`config.mk`:
```
export PLATFORM = sky130hd
export DESIGN_NAME = dma_hold_arbiter
export DESIGN_NICKNAME = d
export VERILOG_FILES = /design/src/rtl/dma_hold_arbiter.sv
export SDC_FILE = /design/constraint.sdc
export NUM_CORES = 1
export LEC_CHECK = 0
export BUFFER_PORTS_ARGS = -buffer_cell sky130_fd_sc_hd__buf_2
export CAP_MARGIN = 40
export CORE_MARGIN = 5
export CORE_UTILIZATION = 38
export CTS_BUF_LIST = sky130_fd_sc_hd__clkbuf_4 sky130_fd_sc_hd__clkbuf_8
export DETAILED_ROUTE_END_ITERATION = 6
export SETUP_SLACK_MARGIN = 0.3
export SYNTH_ARGS = -nofsm -noshare
export SYNTH_HDL_FRONTEND = slang
export SYNTH_SLANG_ARGS = --single-unit
```
`constraint.sdc`:
```
create_clock -name clk -period 3.9 [get_ports clk]
set_clock_uncertainty 0.1 [all_clocks]
set_input_delay 1.17 -clock clk [delete_from_list [all_inputs] [get_ports clk]]
set_output_delay 1.17 -clock clk [all_outputs]
set_load 0.01 [all_outputs]
```
`src/rtl/dma_hold_arbiter.sv`:
```
module dma_hold_arbiter #(
  parameter int NCH = 4
) (
  input  logic                   clk,
  input  logic                   rst_n,
  input  logic [NCH-1:0]         dreq,
  input  logic [NCH-1:0]         dmask,
  output logic                   hold_req,
  input  logic                   hold_ack,
  output logic [NCH-1:0]         dack_n,
  output logic                   xfer_start,
  output logic [$clog2(NCH)-1:0] xfer_chan,
  input  logic                   xfer_done
);
  localparam int CW = $clog2(NCH);

  typedef enum logic [1:0] {IDLE, WAITACK, SERVE, RELEASE} st_t;
  st_t state;

  logic [NCH-1:0] pend;
  logic [CW-1:0]  pick;
  logic           any;
  logic           serving;

  assign pend    = dreq & ~dmask;
  assign any     = |pend;
  assign serving = (state == SERVE);

  always_comb begin
    pick = '0;
    for (int i = NCH - 1; i >= 0; i--)
      if (pend[i]) pick = CW'(i);
  end

  always_ff @(posedge clk or negedge rst_n) begin
    if (!rst_n) begin
      state      <= IDLE;
      hold_req   <= 1'b0;
      xfer_start <= 1'b0;
      xfer_chan  <= '0;
    end else begin
      xfer_start <= 1'b0;
      case (state)
        IDLE:
          if (any && !hold_ack) begin
            hold_req <= 1'b1;
            state    <= WAITACK;
          end
        WAITACK:
          if (hold_ack) begin
            if (any) begin
              xfer_chan  <= pick;
              xfer_start <= 1'b1;
              state      <= SERVE;
            end else begin
              hold_req <= 1'b0;
              state    <= RELEASE;
            end
          end
        SERVE:
          if (xfer_done) begin
            if (any) begin
              xfer_chan  <= pick;
              xfer_start <= 1'b1;
            end else begin
              hold_req <= 1'b0;
              state    <= RELEASE;
            end
          end
        RELEASE:
          if (!hold_ack) state <= IDLE;
        default: state <= IDLE;
      endcase
    end
  end

  assign dack_n = ~({NCH{serving & hold_ack}} & (NCH'(1) << xfer_chan));

  assert_ack_needs_bus_R3: assert property (@(posedge clk) disable iff (!rst_n)
    (~dack_n != '0) |-> (hold_ack && hold_req));

  assert_single_grant_R4: assert property (@(posedge clk) disable iff (!rst_n)
    $onehot0(~dack_n));

  assert_start_one_cycle_R4: assert property (@(posedge clk) disable iff (!rst_n)
    xfer_start |=> !xfer_start);

  assert_grant_stable_R5: assert property (@(posedge clk) disable iff (!rst_n)
    (serving && !xfer_done) |=> $stable(xfer_chan));

  assert_release_on_done_R6: assert property (@(posedge clk) disable iff (!rst_n)
    (serving && xfer_done && !any) |=> !hold_req);

  assert_rerequest_after_ack_low_R8: assert property (@(posedge clk) disable iff (!rst_n)
    $rose(hold_req) |-> !$past(hold_ack));
endmodule

```
Word-level counts from Yosys, hierarchy flattened --
Cells that the tools add are included.
Operators by class: reductions and logical operators 9, bitwise gates (word level) 5, equal/unequal tests 8, shift operators 1, mux-type cells 24
Operator list (number):
- $mux W2 | 12
- $ne A2 B2 Y1 const B | 5
- $and A4 B4 Y4 | 2
- $mux W1 | 8
- $not A4 Y4 | 2
- $pmux W2 S4 | 1
- $reduce_and A5 Y1 | 1
- $eq A2 B2 Y1 const B | 2
- $pmux W2 S2 | 1
- $reduce_and A4 Y1 | 1
- $reduce_or A4 Y1 | 1
- $shl A1 B2 Y4 const A | 1
- $pmux W1 S3 | 1
- $reduce_and A3 Y1 | 1
- $reduce_bool A3 Y1 | 1
- $eq A2 B1 Y1 const B | 1
- $logic_not A2 Y1 | 1
- $pmux W1 S2 | 1
- $reduce_bool A2 Y1 | 1
- $and A1 B1 Y1 | 1
- $logic_and A1 B1 Y1 | 1
- $logic_not A1 Y1 | 1
Word-level totals: input bits 12, bits in registers 6, word-level logic and storage cells 51, output and inout bits 8

Logic depth before layout (Yosys ltp) --
word-level depth 9, mapped depth 7

Worst setup path before layout --
Ideal clock, no wire load.
kind input-to-output, start point in hold_ack, end point out dack_n[0], cell stages on the path 2, slack 1.063 ns, arrival 1.567 ns, path through nand2_1 > or3_1
On the way: longest elaborated chain between the ends 3
RTL lines:
- start, declared | line 9 | input logic hold_ack,
- $and A1 B1 Y1 | line 77 | assign dack_n = ~({NCH{serving & hold_ack}} & (NCH'(1) << xfer_chan));
- $and A4 B4 Y4 | line 77
- $not A4 Y4 | line 77
- end, declared | line 10 | output logic [NCH-1:0] dack_n,
No other way between the ends.

Final worst setup path --
Same ends and word-level chain as after synthesis.

==> flow_summary.json <==
{
  "synthCells": 56,
  "cts_buffers": 3,
  "crit_fanout": 7,
  "final_cell_mix": "buf_2, nand2_1, dfrtp_1",
  "avgSynthCellArea_um2": 9.21,
  "grt_pass1_wl_um": 1750,
  "synth_fp_nets": 73,
  "power_w": 0.000442,
  "cp.arrival_ns": 1.84,
  "clock_latency_ns": 0.24,
  "synth_ff_type": "dfrtp_1",
  "max_slew_margin": 0.743,
  "yosysTopAreaCellShare": 0.291,
  "cp_data_required_time_ns": 2.63,
  "synth_seq_cells": 6,
  "synth_adder_area_share": 0.121,
  "synth_area_leaders": "dfrtp_1, ha_1, nand2b_4, nand2_1, mux2i_1",
  "cts_sinks": 6,
  "cp_slowest_cell": "or3_1",
  "final.setup.tns_ns": 0,
  "hold_viol": 0,
  "drive_above_1_share": 0.372,
  "synthMuxAreaShare": 0.0388,
  "ctsResizeCount": 0,
  "cellPowerDensity_nw_per_um2": 678,
  "cts_tree": "built",
  "first_global_vias": 410,
  "synth_edf_count": 0,
  "drtPass1Iterations": 3,
  "grt_max_degree": 8,
  "synth_compound_area_frac": 0.177,
  "crit_chain": "buf_2 -> nand2_1 -> or3_1 -> buf_2",
  "tightestPinTransition_ns": 0.383,
  "core-area_um2": 1280,
  "yosysUniqueCellTypes": 23,
  "ys_warn_count": 0,
  "cts-hold-fix-buffers": 0,
  "antenna_found_initial": 0,
  "ant_nets": 0,
  "clkTransAtPathRegs_ns": 0.04,
  "status": "finished clean",
  "fin_crit_sh": 0.797,
  "setup_viol_count_final": 0,
  "post_cts_buffers": 0,
  "synth-simple-area-share": 0.335,
  "routedWlPerCell_um": 11.6,
  "critPathLaunchType": "primary input",
  "cts_max_path_buffers": 2,
  "root_buffer": "clkbuf_4",
  "die_area_um2": 2190,
  "fillers": 135,
  "final_common_cell": "buf_2",
  "synth_top_family_by_area": "simple AND/OR/NAND/NOR gates",
  "maxCapViolations": 0,
  "synthXorXnorAreaFrac": 0,
  "p_leak_nw": 0.344,
  "start_util": 0.401,
  "crit_type": "primary input to output pin",
  "drt_iter0_drc": 6,
  "drc": 0,
  "critPathMaxStageDelay_ns": 0.30,
  "fp-row-count": 13,
  "ir_drop_mv": 0.249,
  "htreeDepth": 1,
  "path_common_cell": "buf_2",
  "die_h_um": 46.8,
  "die_w_um": 46.8,
  "period_minus_slack_ns": 3.11,
  "nNetsFinal": 97,
  "netlist_area_um2": 515,
  "track_usage": 0.113,
  "dpl.hpwl_um": 915,
  "io_buffers": 19,
  "max_freq_ghz": 0.322,
  "area_growth_pct": 26.5,
  "async_flop_share": 1.00,
  "worst_setup_path_end_kind": "output pin",
  "yosysSeqAreaShare": 0.291,
  "rsz0062_at_grt": "no",
  "final_util": 0.507,
  "finalWeightedCongestion": 0.764,
  "yosys.area.top_type": "dfrtp_1",
  "n_antenna_cell": 0,
  "drv_slew": 0,
  "vias_per_cell": 5.17,
  "via_count": 481,
  "min_path_type": "flop to flop",
  "grt_remaining_overflow": 0,
  "wirelength_um": 1080,
  "io_pins": 20
}
[synth_stat cells (2+ instances only)]
cell	number
nand2_1	12
dfrtp_1	6
ha_1	5
inv_1	5
nand2b_4	4
a21oi_1	2
and2b_1	2
mux2i_1	2
nand4_1	2
nor2_1	2
o21ai_0	2
[state kept, by name (all words and copies together) (netlist names)]
register    flops
hold_req        1
state           2
xfer_chan       2
xfer_start      1
[report_power, final]
part / switching, W / total (W) / leakage (nW) / internal (W)
sequential: 0.0000271 / 0.000121 / 0.0717 / 0.0000941
clock: 0.0000231 / 0.0000580 / 0.0138 / 0.0000349
combinational: 0.000144 / 0.000263 / 0.258 / 0.000119
[worst max-delay path, delay by kind of cell]
kind / cells / cell delay [ns]
buf+inv: 2 / 0.29
simple gates: 2 / 0.38
[path summary, 6_finish.rpt]
check,start,endpoint,slack (ns),cells past startpoint
worst max register to register,state[0],state[1],1.85,7
worst min register to register,hold_req,hold_req,0.39,2
worst max-delay path,hold_ack,dack_n[0],0.79,4
worst min-delay path,hold_req,hold_req,0.39,2
min in group asynchronous,rst_n,xfer_start,0.64,1
max in group asynchronous,rst_n,hold_req,2.90,1
[cells by family after synthesis]
kind of cell    count (synthesis)
simple gates                   27
compound gates                 11
flops                           6
buf+inv                         5
fa+ha+maj                       5
mux                             2
[stage by stage]
stage | std cells | setup WS, ns | hold WS [ns] | instance area, um2
final | 93 | 0.791 | 0.386 | 652
after global routing | 93 | 0.725 | 0.424 | 652
after CTS | 93 | 0.797 | 0.395 | 652
after detailed placement | 90 | 0.798 | 0.386 | 629
after global placement | 90 | 0.799 | 0.379 | 629
after floorplan | 56 | 1.06 | 0.425 | 515
[per-layer routing]
layer	vias to the layer above	share of wire	global-route usage	routed length [um]
met1	219	0.43	0.142	470
met4	0	0.013	0.0663	14
met2	15	0.50	0.176	536
met3	2	0.055	0.0268	60
li1	245	-	-	-
met5	-	0	0	0
[final cells by class]
| cell class | instances | area (um2) | area share |
|---|---|---|---|
| timing repair buffer | 19 | 95.1 | 0.146 |
| tap | 15 | 18.8 | 0.0288 |
| clock buffer | 3 | 22.5 | 0.0345 |
| inverter | 5 | 18.8 | 0.0288 |
| multi-input combinational | 45 | 347 | 0.532 |
| sequential | 6 | 150 | 0.230 |
No activity file was read; power rests on OpenSTA's default activity.
